--- src/rtl/tx_done_pkg.sv ---
// Package: shared record type, opcodes and formatting for the completion stack.
// Assumes a 5-bit command opcode field.
package tx_done_pkg;

    typedef struct packed {
        logic req;
        logic jab;
        logic und;
        logic maxc;
        logic ovf;
    } txd_ent_t;

    localparam int OPW = 5;
    localparam logic [OPW-1:0] OP_GLOBAL_RESET = 5'd0;
    localparam logic [OPW-1:0] OP_TX_ON        = 5'd9;
    localparam logic [OPW-1:0] OP_TX_OFF       = 5'd10;
    localparam logic [OPW-1:0] OP_TX_RESET     = 5'd11;

    // Format a record as the host-visible status byte; valid marks presence.
    function automatic logic [7:0] fmt_byte(input logic valid, input txd_ent_t e);
        return valid ? {1'b1, e.req, e.jab, e.und, e.maxc, e.ovf, 2'b00} : 8'h00;
    endfunction

endpackage

--- src/rtl/txd_lifo.sv ---
// Module: txd_lifo
// A DEPTH-deep last-in-first-out store of completion records.
// In one cycle, a pop is applied before a push, and clr overrides both.
// A push onto a full store is dropped and marks overflow in the top slot.
// Assumes DEPTH >= 1.
module txd_lifo
    import tx_done_pkg::*;
#(
    parameter int DEPTH = 4
) (
    input  logic     clk,
    input  logic     rst_n,
    input  logic     clr,
    input  logic     push,
    input  txd_ent_t push_ent,
    input  logic     pop,
    output txd_ent_t top_ent,
    output logic     not_empty,
    output logic     accepted
);

    localparam int CW = $clog2(DEPTH + 1);
    localparam logic [CW-1:0] FULL = CW'(DEPTH);

    logic [CW-1:0] cnt;
    logic [CW-1:0] cnt_mid;
    logic          pop_eff;
    logic          room;
    logic          drop;
    txd_ent_t      slots [DEPTH];

    // Pop-first occupancy and acceptance of the incoming push.
    always_comb begin
        pop_eff  = pop && (cnt != '0);
        cnt_mid  = cnt - CW'(pop_eff);
        room     = cnt_mid < FULL;
        accepted = push && room && !clr;
        drop     = push && !room && !clr;
    end

    // Occupancy counter.
    always_ff @(posedge clk) begin
        if (!rst_n || clr) begin
            cnt <= '0;
        end else begin
            cnt <= cnt_mid + CW'(accepted);
        end
    end

    // One register per slot: written on an accepted push, or overflow-marked at the top.
    for (genvar i = 0; i < DEPTH; i++) begin : g_slot
        always_ff @(posedge clk) begin
            if (!rst_n) begin
                slots[i] <= '0;
            end else if (accepted && (cnt_mid == CW'(i))) begin
                slots[i]     <= push_ent;
                slots[i].ovf <= 1'b0;
            end else if (drop && (i == DEPTH - 1)) begin
                slots[i].ovf <= 1'b1;
            end
        end
    end

    // Select the top record.
    always_comb begin
        top_ent = '0;
        for (int i = 0; i < DEPTH; i++) begin
            if (cnt == CW'(i + 1)) top_ent = slots[i];
        end
        not_empty = (cnt != '0);
    end

    AST_POP_EMPTY: assert property (@(posedge clk) disable iff (!rst_n)
        (cnt == '0 && pop && !push && !clr) |=> (cnt == '0));
    AST_FULL_HOLD: assert property (@(posedge clk) disable iff (!rst_n)
        (cnt == FULL && push && !pop && !clr) |=> (cnt == FULL && top_ent.ovf));
    AST_PUSH_GROWS: assert property (@(posedge clk) disable iff (!rst_n)
        (push && !pop && !clr && cnt < FULL) |=> (cnt == $past(cnt) + 1'b1));
    AST_CLR_EMPTY: assert property (@(posedge clk) disable iff (!rst_n)
        clr |=> !not_empty);

endmodule

--- src/rtl/txd_gate.sv ---
// Module: txd_gate
// Transmitter on/off state with a lock that fatal outcomes set.
// Priority: reset opcode, then fatal, then enable, then disable.
// Assumes at most one command per cycle.
module txd_gate (
    input  logic clk,
    input  logic rst_n,
    input  logic rst_cmd,
    input  logic on_cmd,
    input  logic off_cmd,
    input  logic fatal,
    output logic enabled,
    output logic locked
);

    // Enable and lock state update.
    always_ff @(posedge clk) begin
        if (!rst_n || rst_cmd) begin
            enabled <= 1'b0;
            locked  <= 1'b0;
        end else if (fatal) begin
            enabled <= 1'b0;
            locked  <= 1'b1;
        end else if (on_cmd && !locked) begin
            enabled <= 1'b1;
        end else if (off_cmd) begin
            enabled <= 1'b0;
        end
    end

    AST_LOCK_BLOCKS_EN: assert property (@(posedge clk) disable iff (!rst_n)
        (locked && !enabled && !rst_cmd) |=> !enabled);
    AST_FATAL_OFF: assert property (@(posedge clk) disable iff (!rst_n)
        (fatal && !rst_cmd) |=> (!enabled && locked));
    AST_RST_UNLOCK: assert property (@(posedge clk) disable iff (!rst_n)
        rst_cmd |=> (!enabled && !locked));

endmodule

--- src/rtl/tx_done_stack.sv ---
// Module: tx_done_stack (top)
// Transmit completion status stack with transmitter enable control.
// Decodes commands and completion outcomes, feeds the record store and the
// on/off gate, and registers the two one-cycle event outputs.
// Assumes inputs are synchronous to clk.
module tx_done_stack
    import tx_done_pkg::*;
#(
    parameter int DEPTH = 4
) (
    input  logic           clk,
    input  logic           rst_n,
    input  logic           done_valid,
    input  logic           done_req_irq,
    input  logic           done_jabber,
    input  logic           done_underrun,
    input  logic           done_max_coll,
    input  logic           data_overrun,
    input  logic           cmd_valid,
    input  logic [OPW-1:0] cmd_op,
    input  logic           stat_pop,
    output logic [7:0]     stat_byte,
    output logic           tx_enabled,
    output logic           tx_done_evt,
    output logic           adapter_fail_evt
);

    logic     rst_cmd, on_cmd, off_cmd;
    logic     any_err, do_push, fatal;
    logic     accepted, not_empty, locked;
    txd_ent_t new_ent, top_ent;

    // Command and outcome decode.
    always_comb begin
        rst_cmd = cmd_valid && (cmd_op == OP_TX_RESET || cmd_op == OP_GLOBAL_RESET);
        on_cmd  = cmd_valid && (cmd_op == OP_TX_ON);
        off_cmd = cmd_valid && (cmd_op == OP_TX_OFF);
        any_err = done_jabber || done_underrun || done_max_coll;
        do_push = done_valid && (any_err || done_req_irq);
        fatal   = (done_valid && (done_jabber || done_underrun)) || data_overrun;
        new_ent = '{req: done_req_irq, jab: done_jabber, und: done_underrun,
                    maxc: done_max_coll, ovf: 1'b0};
    end

    txd_lifo #(.DEPTH(DEPTH)) u_lifo (
        .clk       (clk),
        .rst_n     (rst_n),
        .clr       (rst_cmd),
        .push      (do_push),
        .push_ent  (new_ent),
        .pop       (stat_pop),
        .top_ent   (top_ent),
        .not_empty (not_empty),
        .accepted  (accepted)
    );

    txd_gate u_gate (
        .clk     (clk),
        .rst_n   (rst_n),
        .rst_cmd (rst_cmd),
        .on_cmd  (on_cmd),
        .off_cmd (off_cmd),
        .fatal   (fatal),
        .enabled (tx_enabled),
        .locked  (locked)
    );

    // Event pulses, one cycle after their cause.
    always_ff @(posedge clk) begin
        if (!rst_n) begin
            tx_done_evt      <= 1'b0;
            adapter_fail_evt <= 1'b0;
        end else begin
            tx_done_evt      <= accepted;
            adapter_fail_evt <= data_overrun;
        end
    end

    // Host-visible status byte.
    assign stat_byte = fmt_byte(not_empty, top_ent);

    AST_EVT_HAS_ENTRY: assert property (@(posedge clk) disable iff (!rst_n)
        tx_done_evt |-> stat_byte[7]);
    AST_FAIL_FOLLOWS: assert property (@(posedge clk) disable iff (!rst_n)
        data_overrun |=> adapter_fail_evt);
    AST_LOW_BITS: assert property (@(posedge clk) disable iff (!rst_n)
        stat_byte[1:0] == 2'b00);
    AST_SKIP_NO_EVT: assert property (@(posedge clk) disable iff (!rst_n)
        (done_valid && !done_req_irq && !any_err && !rst_cmd && stat_pop) |=> !tx_done_evt);

endmodule

--- config.mk ---
export PLATFORM = sky130hd
export DESIGN_NAME = tx_done_stack
export DESIGN_NICKNAME = d
export VERILOG_FILES = /design/src/rtl/tx_done_pkg.sv /design/src/rtl/txd_lifo.sv /design/src/rtl/txd_gate.sv /design/src/rtl/tx_done_stack.sv
export SDC_FILE = /design/constraint.sdc
export NUM_CORES = 1
export LEC_CHECK = 0
export BUFFER_PORTS_ARGS = -buffer_cell sky130_fd_sc_hd__clkbuf_2
export CAP_MARGIN = 15
export CORE_ASPECT_RATIO = 1.75
export CORE_MARGIN = 1.5
export CORE_UTILIZATION = 55
export DETAILED_ROUTE_END_ITERATION = 6
export PLACE_DENSITY = 0.78
export SYNTH_ARGS = -nofsm -noshare
export SYNTH_HDL_FRONTEND = slang
export SYNTH_HIERARCHICAL = 1
export SYNTH_SLANG_ARGS = --single-unit
--- constraint.sdc ---
create_clock -name clk -period 7.4 [get_ports clk]
set_input_delay 0.74 -clock clk [delete_from_list [all_inputs] [get_ports clk]]
set_output_delay 0.74 -clock clk [all_outputs]
set_load 0.02 [all_outputs]
==> impl_metrics.yaml <==
setup_path:
  worstPathArrival_ps: 3220
  critPathCapture: "u_lifo/cnt[2]"
  path_max_fanout: 21
  worst-setup-path-type: "reg2reg"
  crit_path_start: "u_lifo/cnt[1]"
  rr_startpoint: "u_lifo/cnt[1]"
  end_kind: "flop"
  reg2reg_to: "u_lifo/cnt[2]"
  cp_data_required_time_ps: 7600
  r2r_cells: 11
  worstSetupStartpointType: "flop"
  r2r_setup_slack_ps: 4380
yosys:
  synth_xor_area_frac: 0.0128
  yosys-mux-area-fraction: 0.0367
  synth_cell_types: 34
  synth_cells: 126
  synth-simple-area-share: 0.300
  netlist_area_mm2: 0.00136
  avgSynthCellArea_um2: 10.8
  ys_warn_count: 6
  synth-adder-area-share: 0.0367
  yosysSeqAreaShare: 0.477
  synth-compound-area-share: 0.0798
  synth_top_family_by_area: "simple AND/OR/NAND/NOR gates"
  ys_ff_latch: 24
die:
  start_util: 0.585
  core.rowCount: 23
  die-area_mm2: 0.00280
  die_width_um: 40.6
  die_h_um: 68.9
  ioPinCount: 26
  core_mm2: 0.00233
final_layout:
  drive_gt1_frac: 0.252
  syn_to_final_growth_pct: 13.6
  final_cells: 172
  diodes: 0
  final_nets: 167
clock_tree:
  htreeDepth: 1
  root_buffer: "clkbuf_8"
  post_cts_resized: 0
  cts_made_buffers: 3
  cts.sinks: 24
  clock_path_buffers: 2
  clk_latency_ps: 270
  cts.clk_slew.worst_paths_ps: 80
  cts_setup_buffers: 0
  cts_hold_buffers: 0
  cts_tree: "done"
power:
  power_per_cell_area_mw_per_mm2: 313
  ir_drop_mv: 0.200
  total_power_uw: 485
  p_leak_uw: 0.000606
timing:
  worst_pin_slew_ps: 546
  finalSetupViolations: 0
  fmax_mhz: 331
  final-hold-violation-count: 0
  slew_headroom: 0.632
  min_period_ps: 3020
  fin_setup_tns_ps: 0
  fin_crit_sh: 0.408
  clock_skew_ps: 3.95
  final_max_slew_viol_count: 0
  rsz0062_at_grt: "false"
hold_path:
  hold_path_depth: 2
  hp-class: "reg2reg"
route:
  routed_wl_mm: 2.63
  ant_nets: 0
  drtPass1Iterations: 4
  via_count: 1043
  drt_iter0_drc: 24
  drc: 0
  vias_per_cell: 6.06
  wl_per_cell_um: 15.3
run_status:
  status: "finished, final reports clean"
global_route:
  grt_pass1_vias: 1009
  grt_pass1_wl_mm: 4.17
  antenna_found_initial: 0
  grt_max_degree: 22
  grtUsageTotal: 0.228
  globalRoute.totalOverflow: 0
placement:
  io_buffers: 23
  hpwl_mm: 2.05
  placed_cells: 168
  gp_congestion: 0.719
job:
  cap_violations: 0
-- state kept, by name (all words and copies together), names as in the netlist --
register          cells
adapter_fail_evt      1
tx_done_evt           1
u_gate/enabled        1
u_gate/locked         1
u_lifo/cnt            3
u_lifo/slots         17
-- metrics by stage --
step / instance area, um^2 / setup WS [ps] / util / hold WS [ps]
3_5_place_dp: 1480 / 4300 / 0.634 / 493
3_3_place_gp: 1480 / 4410 / 0.634 / 481
2_1_floorplan: 1370 / 4370 / - / 464
6_report: 1550 / 4380 / 0.665 / 506
5_1_grt: 1550 / 4200 / 0.665 / 531
4_1_cts: 1550 / 4370 / 0.665 / 508
-- cell usage in the layout (no fill, tap or decap), types with 4 or more instances in the layout --
| master | synthesis | routed |
|---|---|---|
| ha_1 | 4 | 4 |
| nor3_2 | 4 | 4 |
| inv_1 | 6 | 6 |
| clkbuf_2 | 0 | 23 |
| mux2i_1 | 5 | 5 |
| edfxtp_1 | 17 | 17 |
| o221ai_1 | 4 | 4 |
| nand4bb_1 | 5 | 5 |
| and2_1 | 8 | 8 |
| nand2b_1 | 5 | 5 |
| dfxtp_1 | 7 | 7 |
| o21ai_0 | 4 | 4 |
| nand2_1 | 9 | 9 |
| nor3_1 | 13 | 13 |
-- cells in the mapped netlist (all sizes together) --
library cell,number,area [um^2]
nor3b,3,22.5
mux2i,5,50.1
nand4bb,5,56.3
or3,2,12.5
o41a,1,11.3
or4bb,2,22.5
a2111oi,2,30.0
ha,4,50.1
and3b,2,17.5
nor2,3,11.3
edfxtp,17,510
nand3b,1,7.51
conb,1,3.75
xnor2,1,8.76
and2,8,50.1
nand4b,1,8.76
dfxtp,7,140
clkbuf,1,3.75
nor3,17,105
nand2b,5,31.3
inv,6,22.5
or2,1,6.26
o221ai,4,35.0
o21ai,5,25.0
or3b,1,8.76
xor2,1,8.76
nand2,9,33.8
buf,8,47.5
or4b,1,10.0
o211ai,1,7.51
nand3,1,5.00
-- area by class of cell --
class | instances | area (um^2)
fillers | 183 | 782
flip-flops and latches | 24 | 651
multi-input cells | 88 | 643
repair buffers | 25 | 130
clock buffers | 3 | 41.3
well taps | 25 | 31.3
clock inverters | 1 | 30.0
inverters | 6 | 22.5
-- critical path: stages, from the launching register on --
cell and delay [ps]:
dfxtp_1 430, or3_1 480, and2_1 200, ha_1 170
ha_1 220, xor2_1 130, buf_4 260, nor2_1 100
ha_1 200, ha_1 180, or3b_2 440, mux2i_1 120
-- routing by layer --
metal / track usage / routed length (um) / vias up / share of wire
met5: 0 / 0 / - / 0
met4: 0.125 / 57 / 0 / 0.022
met3: 0.00962 / 88 / 5 / 0.034
met2: 0.438 / 1540 / 37 / 0.59
met1: 0.220 / 941 / 498 / 0.36
li1: - / - / 503 / -
-- worst min-delay path by stage --
stage                               from  slack [ps]             end
after floorplan            u_gate/locked         460   u_gate/locked
after global placement    u_gate/enabled         480  u_gate/enabled
after detailed placement  u_gate/enabled         490  u_gate/enabled
final                     u_gate/enabled         510  u_gate/enabled
after global routing      u_gate/enabled         530  u_gate/enabled
after CTS                 u_gate/enabled         510  u_gate/enabled
-- power by group --
group / switching (uW) / internal [uW] / leakage (uW)
logic: 107 / 66.2 / 0.000335
clock network: 39.3 / 72.3 / 0.0000357
registers: 19.9 / 180 / 0.000235
-- cell families (layout without fill, tap and decap cells) --
group / after synthesis / count (layout)
multiplexers: 5 / 5
adder cells (fa/ha/maj): 4 / 4
other: 1 / 2
AO/OA/AOI/OAI: 13 / 13
AND/OR/NAND/NOR: 62 / 62
buffers and inverters: 15 / 35
XOR/XNOR: 2 / 2
flip-flops: 24 / 24
(Power assumes the default switching activity.)
